**src/rtl/gpio_evt_pkg.sv**
```systemverilog
package gpio_evt_pkg;

  localparam int CFG_W     = 32;
  localparam int B_TXVAL   = 0;
  localparam int B_RXST    = 1;
  localparam int B_TXDIS   = 8;
  localparam int B_RXDIS   = 9;
  localparam int B_FUNC_LO = 10;
  localparam int B_FUNC_HI = 13;
  localparam int B_INV     = 23;
  localparam int B_EVT_LO  = 25;
  localparam int B_EVT_HI  = 26;

  typedef enum logic [1:0] {
    EVT_LEVEL = 2'd0,
    EVT_EDGE  = 2'd1,
    EVT_OFF   = 2'd2,
    EVT_BOTH  = 2'd3
  } evt_sel_e;

  typedef struct packed {
    logic [1:0] evt;
    logic       inv;
    logic [3:0] func;
    logic       rxdis;
    logic       txdis;
    logic       txval;
  } pad_cfg_t;

  localparam pad_cfg_t CFG_RST = '{evt: EVT_OFF, inv: 1'b0, func: 4'd0,
                                   rxdis: 1'b0, txdis: 1'b1, txval: 1'b0};

  function automatic pad_cfg_t cfg_from_word(input logic [CFG_W-1:0] w);
    pad_cfg_t c;
    c.evt   = w[B_EVT_HI:B_EVT_LO];
    c.inv   = w[B_INV];
    c.func  = w[B_FUNC_HI:B_FUNC_LO];
    c.rxdis = w[B_RXDIS];
    c.txdis = w[B_TXDIS];
    c.txval = w[B_TXVAL];
    return c;
  endfunction

  function automatic logic [CFG_W-1:0] cfg_to_word(input pad_cfg_t c,
                                                   input logic rx_state);
    logic [CFG_W-1:0] w;
    w                      = '0;
    w[B_EVT_HI:B_EVT_LO]   = c.evt;
    w[B_INV]               = c.inv;
    w[B_FUNC_HI:B_FUNC_LO] = c.func;
    w[B_RXDIS]             = c.rxdis;
    w[B_TXDIS]             = c.txdis;
    w[B_RXST]              = rx_state;
    w[B_TXVAL]             = c.txval;
    return w;
  endfunction

endpackage

```
**src/rtl/gpio_evt_sync.sv**
```systemverilog
module gpio_evt_sync #(
  parameter int WIDTH  = 8,
  parameter int STAGES = 2
) (
  input  logic             clk,
  input  logic             rst,
  input  logic [WIDTH-1:0] d_async,
  output logic [WIDTH-1:0] q_sync
);

  logic [WIDTH-1:0] stg [STAGES];

  always_ff @(posedge clk) begin
    if (rst) stg[0] <= '0;
    else     stg[0] <= d_async;
  end

  for (genvar s = 1; s < STAGES; s++) begin : g_stage
    always_ff @(posedge clk) begin
      if (rst) stg[s] <= '0;
      else     stg[s] <= stg[s-1];
    end
  end

  assign q_sync = stg[STAGES-1];

endmodule

```
**src/rtl/gpio_evt_pad.sv**
```systemverilog
module gpio_evt_pad
  import gpio_evt_pkg::*;
(
  input  logic             clk,
  input  logic             rst,
  input  logic             cfg_we,
  input  pad_cfg_t         cfg_wr,
  input  logic             rx_sync,
  output logic [CFG_W-1:0] cfg_word,
  output logic             pad_out,
  output logic             pad_oe,
  output logic             logic_val,
  output logic             evt
);

  pad_cfg_t cfg_q;
  logic     rx_state;
  logic     sig;
  logic     sig_prev_q;
  logic     hit;
  logic     gpio_fn;

  always_ff @(posedge clk) begin
    if (rst)         cfg_q <= CFG_RST;
    else if (cfg_we) cfg_q <= cfg_wr;
  end

  assign rx_state  = rx_sync & ~cfg_q.rxdis;
  assign sig       = rx_state ^ cfg_q.inv;
  assign gpio_fn   = (cfg_q.func == 4'd0);

  always_ff @(posedge clk) begin
    if (rst) sig_prev_q <= 1'b0;
    else     sig_prev_q <= sig;
  end

  always_comb begin
    case (evt_sel_e'(cfg_q.evt))
      EVT_LEVEL: hit = sig;
      EVT_EDGE:  hit = sig & ~sig_prev_q;
      EVT_BOTH:  hit = sig ^ sig_prev_q;
      default:   hit = 1'b0;
    endcase
  end

  assign evt       = gpio_fn & hit;
  assign pad_out   = cfg_q.txval;
  assign pad_oe    = ~cfg_q.txdis;
  assign logic_val = cfg_q.txdis ? rx_state : cfg_q.txval;
  assign cfg_word  = cfg_to_word(cfg_q, rx_state);

endmodule

```
**src/rtl/gpio_evt_group.sv**
```systemverilog
module gpio_evt_group #(
  parameter int NUM_PADS = 8
) (
  input  logic                clk,
  input  logic                rst,
  input  logic [NUM_PADS-1:0] evt_vec,
  input  logic                stat_we,
  input  logic                en_we,
  input  logic [NUM_PADS-1:0] wr_bits,
  output logic [NUM_PADS-1:0] stat_q,
  output logic [NUM_PADS-1:0] en_q,
  output logic                irq
);

  logic [NUM_PADS-1:0] clr_mask;

  assign clr_mask = stat_we ? wr_bits : '0;

  always_ff @(posedge clk) begin
    if (rst) begin
      stat_q <= '0;
      en_q   <= '0;
      irq    <= 1'b0;
    end else begin
      stat_q <= (stat_q & ~clr_mask) | evt_vec;
      if (en_we) en_q <= wr_bits;
      irq    <= |(stat_q & en_q);
    end
  end

endmodule

```
**src/rtl/gpio_evt_ctrl.sv**
```systemverilog
module gpio_evt_ctrl
  import gpio_evt_pkg::*;
#(
  parameter int NUM_PADS    = 8,
  parameter int ADDR_W      = 6,
  parameter int SYNC_STAGES = 2
) (
  input  logic                clk,
  input  logic                rst,
  input  logic [NUM_PADS-1:0] pad_in,
  output logic [NUM_PADS-1:0] pad_out,
  output logic [NUM_PADS-1:0] pad_oe,
  input  logic                reg_we,
  input  logic [ADDR_W-1:0]   reg_addr,
  input  logic [31:0]         reg_wdata,
  output logic [31:0]         reg_rdata,
  output logic                irq
);

  localparam logic [ADDR_W-1:0] A_STAT = ADDR_W'(32);
  localparam logic [ADDR_W-1:0] A_EN   = ADDR_W'(33);
  localparam logic [ADDR_W-1:0] A_VAL  = ADDR_W'(34);

  logic [NUM_PADS-1:0] rx_sync;
  logic [NUM_PADS-1:0] evt_vec;
  logic [NUM_PADS-1:0] logic_vec;
  logic [NUM_PADS-1:0] stat_q;
  logic [NUM_PADS-1:0] en_q;
  logic [CFG_W-1:0]    cfg_words [NUM_PADS];
  pad_cfg_t            cfg_wr;
  logic [31:0]         rd_mux;
  logic                unused_wbits;

  assign cfg_wr       = cfg_from_word(reg_wdata);
  assign unused_wbits = ^reg_wdata;

  gpio_evt_sync #(.WIDTH(NUM_PADS), .STAGES(SYNC_STAGES)) u_sync (
    .clk     (clk),
    .rst     (rst),
    .d_async (pad_in),
    .q_sync  (rx_sync)
  );

  for (genvar i = 0; i < NUM_PADS; i++) begin : g_pad
    gpio_evt_pad u_pad (
      .clk       (clk),
      .rst       (rst),
      .cfg_we    (reg_we && (reg_addr == ADDR_W'(i))),
      .cfg_wr    (cfg_wr),
      .rx_sync   (rx_sync[i]),
      .cfg_word  (cfg_words[i]),
      .pad_out   (pad_out[i]),
      .pad_oe    (pad_oe[i]),
      .logic_val (logic_vec[i]),
      .evt       (evt_vec[i])
    );
  end

  gpio_evt_group #(.NUM_PADS(NUM_PADS)) u_group (
    .clk     (clk),
    .rst     (rst),
    .evt_vec (evt_vec),
    .stat_we (reg_we && (reg_addr == A_STAT)),
    .en_we   (reg_we && (reg_addr == A_EN)),
    .wr_bits (reg_wdata[NUM_PADS-1:0]),
    .stat_q  (stat_q),
    .en_q    (en_q),
    .irq     (irq)
  );

  always_comb begin
    rd_mux = '0;
    for (int i = 0; i < NUM_PADS; i++) begin
      if (reg_addr == ADDR_W'(i)) rd_mux = cfg_words[i];
    end
    if (reg_addr == A_STAT) rd_mux = 32'(stat_q);
    if (reg_addr == A_EN)   rd_mux = 32'(en_q);
    if (reg_addr == A_VAL)  rd_mux = 32'(logic_vec);
  end

  always_ff @(posedge clk) begin
    if (rst) reg_rdata <= '0;
    else     reg_rdata <= rd_mux;
  end

endmodule

```
**config.mk**
```make
export PLATFORM = sky130hd
export DESIGN_NAME = gpio_evt_ctrl
export DESIGN_NICKNAME = d
export VERILOG_FILES = /design/src/rtl/gpio_evt_pkg.sv /design/src/rtl/gpio_evt_sync.sv /design/src/rtl/gpio_evt_pad.sv /design/src/rtl/gpio_evt_group.sv /design/src/rtl/gpio_evt_ctrl.sv
export SDC_FILE = /design/constraint.sdc
export NUM_CORES = 1
export LEC_CHECK = 0
export BUFFER_PORTS_ARGS = -buffer_cell sky130_fd_sc_hd__buf_4
export CAP_MARGIN = 40
export CORE_ASPECT_RATIO = 1.4
export CORE_MARGIN = 4
export CORE_UTILIZATION = 47
export DETAILED_ROUTE_END_ITERATION = 12
export GPL_TIMING_DRIVEN = 0
export HOLD_SLACK_MARGIN = 0.06
export PLACE_DENSITY = 0.79
export SYNTH_ARGS = -nofsm -noshare
export SYNTH_HDL_FRONTEND = slang
export SYNTH_SLANG_ARGS = --single-unit
export TNS_END_PERCENT = 5
```
**constraint.sdc**
```tcl
create_clock -name clk -period 2.7 [get_ports clk]
set_clock_uncertainty 0.1 [all_clocks]
set_input_delay 0.54 -clock clk [delete_from_list [all_inputs] [get_ports clk]]
set_output_delay 0.54 -clock clk [all_outputs]
set_load 0.1 [all_outputs]
```
Word level (Yosys, flattened, before mapping)
Memory sizes are Yosys's and may differ from the RTL's.
Cells that the tools add are included.
{"block": "totals", "mem_count": 1, "ram_bits": 16, "register_bits": 137, "out_inout_bits": 49, "input_bits": 49, "elab_cells": 222}
{"block": "classes", "mux": 33, "bitwise": 70, "n_eq_ne": 26, "n_reduce_logical": 30}
{"name": "u_sync.stg", "words": 2, "word_bits": 8, "read_ports": 2, "rd_ports_with_merged_regs": 0, "write_ports": 2, "line_no": "gpio_evt_sync.sv:11", "text": "logic [WIDTH-1:0] stg [STAGES];"}
{"operator": "27-bit 2-to-1 mux", "n": 8}
{"operator": "8-bit 2-to-1 mux", "n": 6}
{"operator": "4-bit logical NOT", "n": 8}
{"operator": "1-bit AND", "n": 24}
{"operator": "6-bit by 3-bit == test with 1-bit output, second input constant", "n": 4}
{"operator": "1-bit inverter", "n": 24}
{"operator": "1-bit one-hot mux with 3 select lines", "n": 8}
{"operator": "6-bit == test, second input constant", "n": 3}
{"operator": "8-bit AND", "n": 2}
{"operator": "2-bit by 1-bit == test with 1-bit output, second input constant", "n": 8}
{"operator": "2-bit == test, second input constant", "n": 8}
{"operator": "2-bit logical NOT", "n": 8}
{"operator": "1-bit XOR", "n": 16}
{"operator": "6-bit by 2-bit == test with 1-bit output, second input constant", "n": 2}
{"operator": "1-bit 2-to-1 mux", "n": 11}
{"operator": "11-bit OR reduction", "n": 1}
{"operator": "1-bit logical AND", "n": 10}
{"operator": "8-bit inverter", "n": 1}
{"operator": "8-bit OR", "n": 1}
{"operator": "8-bit OR reduction", "n": 1}
{"operator": "6-bit by 1-bit == test with 1-bit output, second input constant", "n": 1}
{"operator": "6-bit logical NOT", "n": 1}
{"operator": "4-bit OR reduction", "n": 1}
{"operator": "1-bit OR", "n": 2}

Longest topological paths before layout
Gate-level depths: netlist (run 1).
{"block": "depth", "depth_word": 13, "mapped_depth": 7, "mapped_depth_nobuf": 6}

Hierarchy
A second synthesis (run 1) with hierarchy kept.
{"block": "hier_totals", "hier_cells": 1061, "area_unflattened_um2": 9903.2}
{"module": "gpio_evt_pad", "cells_per_inst": 73, "area_each_um2": 663.1, "instances": 8}
{"module": "gpio_evt_ctrl", "cells_per_inst": 388, "area_each_um2": 3482.1, "instances": 1}
{"module": "gpio_evt_group", "cells_per_inst": 56, "area_each_um2": 651.9, "instances": 1}
{"module": "gpio_evt_sync", "cells_per_inst": 33, "area_each_um2": 464.2, "instances": 1}

Least setup slack after synthesis (run 1)
OpenSTA, ideal clock, no wires.
{"block": "synth_path", "path_kind": "in2reg", "from": "input port reg_addr[4]", "to": "register reg_rdata[1]", "arrival_time_ps": 1693, "stages": 5, "t_required_ps": 2452, "setup_ps": 148, "slack_ps": 760, "path_cell_list": "or4b_1 > buf_6 > a222oi_1 > a31o_1 > a221oi_1"}
{"block": "synth_between", "elab_chain_cells": 12, "elab_cells_between_ends": 22, "classes_between": "eq/ne: 10; mux: 11; reduce/logical: 1"}
{"element": "start, declared", "line_no": "gpio_evt_ctrl.sv:14", "text": "input logic [ADDR_W-1:0] reg_addr,"}
{"element": "6-bit logical NOT", "line_no": "gpio_evt_ctrl.sv:74", "text": "if (reg_addr == ADDR_W'(i)) rd_mux = cfg_words[i];"}
{"element": "27-bit 2-to-1 mux (8 in series)", "line_no": "gpio_evt_ctrl.sv:74"}
{"element": "8-bit 2-to-1 mux", "line_no": "gpio_evt_ctrl.sv:76", "text": "if (reg_addr == A_STAT) rd_mux = 32'(stat_q);"}
{"element": "8-bit 2-to-1 mux", "line_no": "gpio_evt_ctrl.sv:77", "text": "if (reg_addr == A_EN) rd_mux = 32'(en_q);"}
{"element": "8-bit 2-to-1 mux *", "line_no": "gpio_evt_ctrl.sv:78", "text": "if (reg_addr == A_VAL) rd_mux = 32'(logic_vec);"}
{"element": "end signal, assigned", "line_no": "gpio_evt_ctrl.sv:83", "text": "else reg_rdata <= rd_mux;"}
{"element": "end, declared", "line_no": "gpio_evt_ctrl.sv:16", "text": "output logic [31:0] reg_rdata,"}
Mark *: on every way between the ends. The rest lies on a longest branch, timed or not.
A chain may end at the register's enable or synchronous reset.

Worst setup path after layout (run 1)
{"block": "layout_path", "from": "input port reg_addr[1]", "to": "register reg_rdata[23]"}
{"block": "layout_between", "elab_chain_cells": 9, "elab_cells_between_ends": 20, "classes_between": "eq/ne: 10; mux: 8; reduce/logical: 2"}
{"element": "6-bit logical NOT", "line_no": "gpio_evt_ctrl.sv:74"}
{"element": "27-bit 2-to-1 mux (8 in series)", "line_no": "gpio_evt_ctrl.sv:74"}
Parallel ways exist; a longest one is shown, timed or not.

==> flow_summary.toml, run 1 <==
[outcome]
status = "finished, final reports clean"

[yosys]
syn_avg_cell_area_um2 = 7.94
yosysUniqueCellTypes = 48
synth_mux_area_share_pct = 6.17
synth_top_family_by_area = "simple AND/OR/NAND/NOR gates"
synth_xor_area_share_pct = 1.07
synth_warnings = 0
synthSimpleGateAreaFrac_pct = 24.8
ys_dominant_reg_cell = "dfxtp_1"
syn-cell-area_um2 = 6550
synth_edf_count = 0
synth_compound_area_share_pct = 15.0
synthAdderAreaFrac_pct = 1.53
postSynth.asyncResetShare_pct = 0
syn-instance-count = 824
ys_seq_area_share_pct = 42.2
synth_seq_cells = 138

[layout]
final_nets = 971
diodes = 0
fin_area_um2 = 7830
final_cell_mix = "nand2_1, dfxtp_1, buf_4"
seq_area_um2 = 2760
fillerInstances = 1241
fin_cells = 1109
area_growth_pct = 19.6
multi_input_area_um2 = 3240
final_common_cell = "nand2_1"
layout-drive-gt1-share_pct = 16.4

[detailed_routing]
ant_nets = 0
drt-initial-drc-count = 501
drc = 0
avgViaCountPerCell = 5.69
routed_wl_um = 20300
routedWlPerCell_um = 18.3
vias = 6306
drt_first_pass_iters = 7

[timing]
fin_crit_ns = 2.12
slew_headroom_pct = 50.8
worstMarginPinSlew_ns = 0.738
drv_slew = 0
hold_violations = 0
max_freq_ghz = 0.472
fin_crit_sh_pct = 78.4
timing.final.ws_setup_ns = 0.583
rsz0062_at_grt = "false"
finalSetupViolations = 0
setup-tns-final_ns = 0
holdWs_ns = 0.224

[floorplanning]
start_util_pct = 48.4
die_w_um = 108
io_pins = 98
die-area_um2 = 15900
rows = 50
die_h_um = 148
core-area_um2 = 13500

[global_route]
grt_pass1_wl_um = 31800
grt_max_degree = 17
antenna_found_initial = 0
overflow = 0
grt_busiest_layer = "met2"
grt_pass1_vias = 5971
use_met3_pct = 5.33
track_usage_pct = 25.9
met1_usage_pct = 30.1
globalRouteMet2Util_pct = 43.3

[pwr]
leakage_nw = 3.16
powerDensity_nw_per_um2 = 617
vdd_ir_drop_max_uv = 313

[hold_path]
hold-path-cell-count = 2
hp-class = "in2reg"

[clock_tree]
cts_buffers = 17
clkTransAtPathRegs_ns = 0.06
cts-root-buf = "clkbuf_16"
clk_latency_ns = 0.42
cts_buffer_depth = 2
clock_sinks = 138
postCtsHoldBufs = 0
cts_tree = "built"
cts.repair.resized = 0
htreeDepth = 4
post_cts_buffers = 0

[place]
place_area_um2 = 7250
post-place-cells = 1077
place_hpwl_um = 14700
portBuffers = 56
gp_congestion = 0.994
pre_cts_slack_ns = 0.267

[worst_setup_path]
crit_path_cell_trace = "buf_4, buf_2, buf_2, nand2_1, a21oi_1, o21ai_0, a21oi_1"
cp.required_ns = 2.94
r2r_cells = 5
end_kind = "flop"
crit_slowest_cell = "a21oi_1"
critPathArrivalTime_ns = 2.35
cp_max_fo = 10
worstSetupPathType = "in2reg"
setup.worst_path.start_class = "primary input"
slowest_delay_ns = 0.56

[job]
cap_violations = 0
-- cell usage after synthesis (6+ instances only) --
cell type | instances | area share (%)
buf_4 | 43 | 4.9
dfxtp_1 | 138 | 42
nor2_1 | 32 | 1.8
nand3_1 | 9 | 0.69
nor2b_1 | 27 | 2.6
mux2i_1 | 37 | 5.7
nand2_1 | 216 | 12
a211o_1 | 6 | 0.80
buf_2 | 12 | 0.92
or4_1 | 8 | 0.92
a31oi_1 | 8 | 0.76
nand3b_1 | 12 | 1.4
a21oi_1 | 90 | 6.9
xnor2_1 | 8 | 1.1
o21ai_0 | 40 | 3.1
clkbuf_1 | 27 | 1.5
nand2b_1 | 12 | 1.1
a221oi_1 | 10 | 1.3
a22oi_1 | 6 | 0.69
or3_1 | 16 | 1.5
inv_1 | 24 | 1.4
ha_1 | 8 | 1.5
-- critical path, delay by kind of cell --
kind / cells / cell delay [ns]
simple gates: 1 / 0.10
buf+inv: 3 / 0.64
compound gates: 3 / 1.07
-- cells by family (layout without fill, tap and decap cells) --
logic type | count (synthesis) | in the layout
AO/OA/AOI/OAI | 171 | 171
XOR/XNOR | 8 | 8
adder cells (fa/ha/maj) | 8 | 8
buffers and inverters | 109 | 198
flip-flops | 138 | 138
multiplexers | 39 | 39
other | 1 | 15
AND/OR/NAND/NOR | 350 | 350
-- registers in the layout (all words and copies together), names as in the netlist --
signal,flops
u_group.stat_q,8
reg_rdata,17
u_group.irq,1
u_sync.stg,16
g_pad.u_pad.cfg_word,72
g_pad.u_pad.pad_out,8
u_group.en_q,8
g_pad.u_pad.sig_prev_q,8
-- power by group --
group	switching [mW]	total [mW]	internal [mW]
Sequential	0.0115	2.07	2.06
Combinational	0.342	0.470	0.129
Clock	0.964	2.29	1.32
Total	1.32	4.83	3.51
-- per-layer routing --
| metal | vias up | share of wire (%) |
|---|---|---|
| met3 | 109 | 9.1 |
| li1 | 2917 | - |
| met2 | 405 | 48 |
| met1 | 2875 | 37 |
| met4 | 0 | 6.0 |
| met5 | - | 0 |
-- area by class of cell --
cell class,instances,area share [%]
flip-flops and latches,138,35.3
multi-input cells,591,41.3
well taps,182,2.91
clock buffers,20,5.83
clock inverters,12,1.49
repair buffers,57,5.47
plain buffers,85,6.52
inverters,24,1.15
-- final timing paths --
path / start / end / slack [ns]
max: reg_addr[1] / reg_rdata[23] / 0.58
min: pad_in[1] / u_sync.stg[0][1] / 0.22
max reg2reg: g_pad[3].u_pad.cfg_word[9] / u_group.stat_q[3] / 0.81
min reg2reg: u_sync.stg[0][7] / u_sync.stg[1][7] / 0.34
-- metrics by stage --
step | utilization (%) | total power, mW
2_1_floorplan | - | 2.45
4_1_cts | 57.9 | 4.81
3_3_place_gp | 53.6 | 2.57
6_report | 57.9 | 4.83
5_1_grt | 57.9 | 4.94
3_5_place_dp | 53.7 | 2.58
No activity file was read; power rests on OpenSTA's default activity.
==> run 2: changes to the inputs <==
- ABC_AREA: not set -> 1
- clock period: 2.7 -> 2.2 ns (I/O delays scaled with it)
==> flow_summary.toml, run 2 <==
[global_route]
track_usage_pct = 23.0
antenna_found_initial = 0
grt_pass1_wl_um = 28300
grt_pass1_vias = 5670
overflow = 0
grt_max_degree = 17

[timing]
drv_slew = 0
finalSetupViolations = 0
rsz0062_at_grt = "false"
timing.final.ws_setup_ns = 0.0875
max_freq_ghz = 0.473
worstMarginPinSlew_ns = 0.687
fin_crit_sh_pct = 96.0
fin_crit_ns = 2.11
slew_headroom_pct = 54.2
setup-tns-final_ns = 0
hold_violations = 0

[clock_tree]
clkTransAtPathRegs_ns = 0.06
clk_latency_ns = 0.42
cts_buffer_depth = 2
htreeDepth = 4
clock_sinks = 138
cts-root-buf = "clkbuf_16"
cts_tree = "built"
cts_buffers = 17
postCtsHoldBufs = 0

[layout]
largest_register_ffs = 72
fin_cells = 1152
layout-drive-gt1-share_pct = 18.7
area_growth_pct = 21.5
final_cell_mix = "dfxtp_1, nor2_1, nand2_1"
diodes = 0
final_common_cell = "dfxtp_1"
final_nets = 1018

[detailed_routing]
drc = 0
routedWlPerCell_um = 15.3
ant_nets = 0
drt_first_pass_iters = 5
vias = 5964
drt-initial-drc-count = 497
routed_wl_um = 17700
avgViaCountPerCell = 5.18

[worst_setup_path]
end_kind = "flop"
crit_slowest_cell = "dfxtp_1"
cp.required_ns = 2.38
setup.worst_path.start_class = "flop"
critPathArrivalTime_ns = 2.29
crit_path_cell_trace = "inv_1, or2_2, xor2_1, inv_1, ha_1, o21ai_0, a21oi_1, o21ai_0, a21oi_1"
critPathLaunch = "u_sync.stg[1][5]"
rr_startpoint = "u_sync.stg[1][5]"
worstSetupPathType = "reg2reg"
cp_max_fo = 3
slowest_delay_ns = 0.35

[pwr]
leakage_nw = 3.59
powerDensity_nw_per_um2 = 773
power_mw = 5.93
vdd_ir_drop_max_uv = 481

[yosys]
ys_dominant_reg_cell = "dfxtp_1"
netlist_top_cells_area = "dfxtp_1, o21ai_0, nor2_1"
synth_edf_count = 0
ys_seq_area_share_pct = 43.7
synth_area_leader_cell = "dfxtp_1"
synth_warnings = 0
yosysUniqueCellTypes = 36
postSynth.asyncResetShare_pct = 0
synth_seq_cells = 138
syn-cell-area_um2 = 6320
synthMostInstantiatedCell = "dfxtp_1"
ys_top_cells_by_count = "dfxtp_1, nor2_1, nand2_1"
syn_avg_cell_area_um2 = 7.31
syn-instance-count = 864
synth_top_area_share_pct = 43.7

[place]
pre_cts_slack_ns = 0.163
gp_congestion = 0.952
post-place-cells = 1120
place_hpwl_um = 13000
portBuffers = 64

[floorplanning]
die_w_um = 106
io_pins = 98
core-area_um2 = 13000
rows = 49
die-area_um2 = 15400
start_util_pct = 48.6
die_h_um = 145

[hold_path]
hp-class = "in2reg"
hold_path_startpoint = "pad_in[5]"

[outcome]
status = "finished, final reports clean"

[job]
cap_violations = 0
==> run 2: cell types whose count changed in the layout (fill, tap and decap cells not counted), moves of 14 or more <==
| cell | delta |
|---|---|
| nor2_1 | +103 |
| o21ai_0 | +64 |
| inv_1 | +83 |
| nand2_1 | -106 |
| a21oi_1 | -15 |
| or3_1 | -16 |
| mux2i_1 | -37 |
| inv_2 | +16 |
| nor2b_1 | -27 |
| clkbuf_1 | -14 |
==> run 2: metal layers <==
metal	wire, µm	up-vias	GRT usage (%)	share of wire, %
met5	0	-	0	0
met4	816	0	10.9	4.6
met3	997	51	4.98	5.6
met2	8970	255	40.5	51
met1	6890	2721	26.2	39
li1	-	2937	-	-
==> run 2: layout make-up <==
type                       count  area, µm²
sequential                   138       2760
multi-input combinational    556       2750
tap                          178        223
buffer                        61        392
fill                        1208       5320
timing repair buffer          64        480
clock buffer                  20        457
clock inverter                12        148
inverter                     123        462
==> run 2: final timing paths <==
| kind | end | slack [ns] | cells after the start |
|---|---|---|---|
| hold / removal | u_sync.stg[0][5] | 0.12 | 3 |
| setup reg to reg | u_group.stat_q[5] | 0.09 | 9 |
| hold reg to reg | u_sync.stg[1][5] | 0.30 | 2 |
| setup / recovery | u_group.stat_q[5] | 0.09 | 9 |
==> run 2: critical path: cells and delay by family (launching register included) <==
kind	cells	cell delay, ns
AOI/OAI and AO/OA	4	0.66
xor gates and xnor gates	1	0.22
adders and majority gates	1	0.20
buffers and inverters	2	0.13
DFF	1	0.35
and+or+nand+nor	1	0.31
==> run 2: cell families (layout without fill, tap and decap cells) <==
family | count (synthesis) | in the layout | synth area share [%]
xor+xnor | 8 | 8 | 1.11
compound gates | 203 | 203 | 16.9
flops | 138 | 138 | 43.7
simple gates | 322 | 322 | 23.1
fa+ha+maj | 8 | 8 | 1.58
buf+inv | 184 | 280 | 13.5
other cells | 1 | 15 | 0.0594
==> run 2: repair_timing <==
item	CTS	global route
endpoints found under the setup margin	0	1
gates resized for setup	0	1
buffers inserted	0	0
==> run 2: through the flow <==
stage / hold WS (ns) / util [%] / instance area [µm²]
after global placement: 0.290 / 54.4 / 7070
final: 0.120 / 59.1 / 7680
after CTS: 0.117 / 59.1 / 7680
after global routing: 0.133 / 59.1 / 7680
after detailed placement: 0.292 / 54.4 / 7070
after floorplan: 0.288 / - / 6370
==> run 2: where the power goes <==
part           switching (mW)  internal, mW  total (mW)
clock                    1.07          1.83        2.90
sequential             0.0167          2.53        2.55
combinational           0.357         0.124       0.480
total                    1.44          4.49        5.93
==> run 3: changes to the inputs <==
- RECOVER_POWER: not set -> 25
==> flow_summary.toml, run 3 (synthesis gave the netlist of run 2 again) <==
[detailed_routing]
drt-initial-drc-count = 466
routedWlPerCell_um = 15.4
vias = 5953
drc = 0
avgViaCountPerCell = 5.17
ant_nets = 0
drt_first_pass_iters = 5
routed_wl_um = 17700

[timing]
worstMarginPinSlew_ns = 0.695
fin_crit_ns = 2.09
finalSetupViolations = 0
fin_crit_sh_pct = 94.8
max_freq_ghz = 0.479
drv_slew = 0
slew_headroom_pct = 53.7
hold_violations = 0
rsz0062_at_grt = "false"
setup-tns-final_ns = 0

[clock_tree]
cts_buffers = 17
cts_buffer_depth = 2
cts_tree = "built"
clock_sinks = 138
clk_latency_ns = 0.42
post_cts_buffers = 0
cts-root-buf = "clkbuf_16"
clkTransAtPathRegs_ns = 0.06
htreeDepth = 4

[hold_path]
hp-class = "in2reg"

[worst_setup_path]
crit_family = "compound AO/OA/AOI/OAI gates"
cp.required_ns = 2.38
critPathArrivalTime_ns = 2.26
crit_slowest_cell = "dfxtp_1"
slowest_delay_ns = 0.34
worstSetupPathType = "reg2reg"
cp_max_fo = 3
setup.worst_path.start_class = "flop"
crit_buf_inv = 2
end_kind = "flop"
crit_path_cell_trace = "inv_1, or2_2, xor2_1, inv_1, ha_1, o21ai_0, a21oi_1, o21ai_0, a21oi_1"

[layout]
fillerInstances = 1212
diodes = 0
area_growth_pct = 21.1
fin_cells = 1152
layout-drive-gt1-share_pct = 17.9
final_nets = 1018
largest_register_ffs = 72
final_cell_mix = "nor2_1, dfxtp_1, nand2_1"
final_common_cell = "nor2_1"

[place]
gp_congestion = 0.952
portBuffers = 64
place_hpwl_um = 13000
post-place-cells = 1120

[global_route]
grt_max_degree = 17
antenna_found_initial = 0
overflow = 0
grt_pass1_wl_um = 28300
grt_pass1_vias = 5670
track_usage_pct = 23.0

[floorplanning]
die_h_um = 145
core-area_um2 = 13000
die-area_um2 = 15400
io_pins = 98
die_w_um = 106
rows = 49
start_util_pct = 48.6

[pwr]
vdd_ir_drop_max_uv = 481
p_int_mw = 4.49
power_frac_seq_pct = 42.9
powerDensity_nw_per_um2 = 776
pwr-share-clk_pct = 49.0
p_switching_mw = 1.45
p_comb_share_pct = 8.0
swShare_pct = 24.4
leakage_nw = 3.58

[job]
cap_violations = 0

[outcome]
status = "finished, final reports clean"
-- run 3: path summary, 6_finish.rpt --
check / from / slack, ns / end / depth (start not counted)
setup reg to reg: u_sync.stg[1][5] / 0.11 / u_group.stat_q[5] / 9
hold reg to reg: u_sync.stg[0][5] / 0.30 / u_sync.stg[1][5] / 2
setup / recovery: u_sync.stg[1][5] / 0.11 / u_group.stat_q[5] / 9
hold / removal: pad_in[5] / 0.12 / u_sync.stg[0][5] / 3
-- run 3: power by group through the flow --
stage / sequential (mW) / combinational (mW) / clock, mW
finish: 2.55 / 0.477 / 2.91
global placement: 2.60 / 0.468 / 0
global route: 2.55 / 0.511 / 3.05
CTS: 2.55 / 0.475 / 2.92
floorplan: 2.62 / 0.311 / 0
detailed placement: 2.60 / 0.472 / 0
-- run 3: area by class of cell --
cell class                 instances  area (µm²)  area share [%]
inverter                         123         462            6.03
clock buffer                      20         457            5.97
tap                              178         223            2.91
clock inverter                    12         148            1.93
buffer                            61         390            5.10
multi-input combinational        556        2730            35.7
timing repair buffer              64         477            6.23
sequential                       138        2760            36.1
-- run 3: timing repair --
item                       4_1_cts  5_1_grt
hold buffers                     0        0
resized for setup                0        1
setup endpoints to repair        0        1
-- run 3: per-stage QoR --
step | power [mW] | setup WS (ns) | cell area [µm²] | utilization [%] | hold WS, ns
global route | 6.12 | 0.0630 | 7650 | 58.9 | 0.133
floorplan | 2.93 | 0.538 | 6370 | - | 0.288
finish | 5.94 | 0.113 | 7650 | 58.9 | 0.120
global placement | 3.07 | 0.165 | 7070 | 54.4 | 0.290
detailed placement | 3.08 | 0.163 | 7070 | 54.4 | 0.292
CTS | 5.94 | 0.156 | 7680 | 59.1 | 0.117
-- run 3: layer usage --
metal / share of wire [%] / vias to the layer above / global-route usage (%)
li1: - / 2943 / -
met4: 4.3 / 0 / 10.9
met2: 51 / 258 / 40.5
met3: 5.7 / 56 / 4.98
met5: 0 / - / 0
met1: 39 / 2696 / 26.2
-- run 3: worst register-to-register path, stage by stage, from the launching register on --
cell	delay [ns]
dfxtp_1	0.34
inv_1	0.05
or2_2	0.31
xor2_1	0.22
inv_1	0.08
ha_1	0.20
o21ai_0	0.15
a21oi_1	0.05
o21ai_0	0.33
a21oi_1	0.11
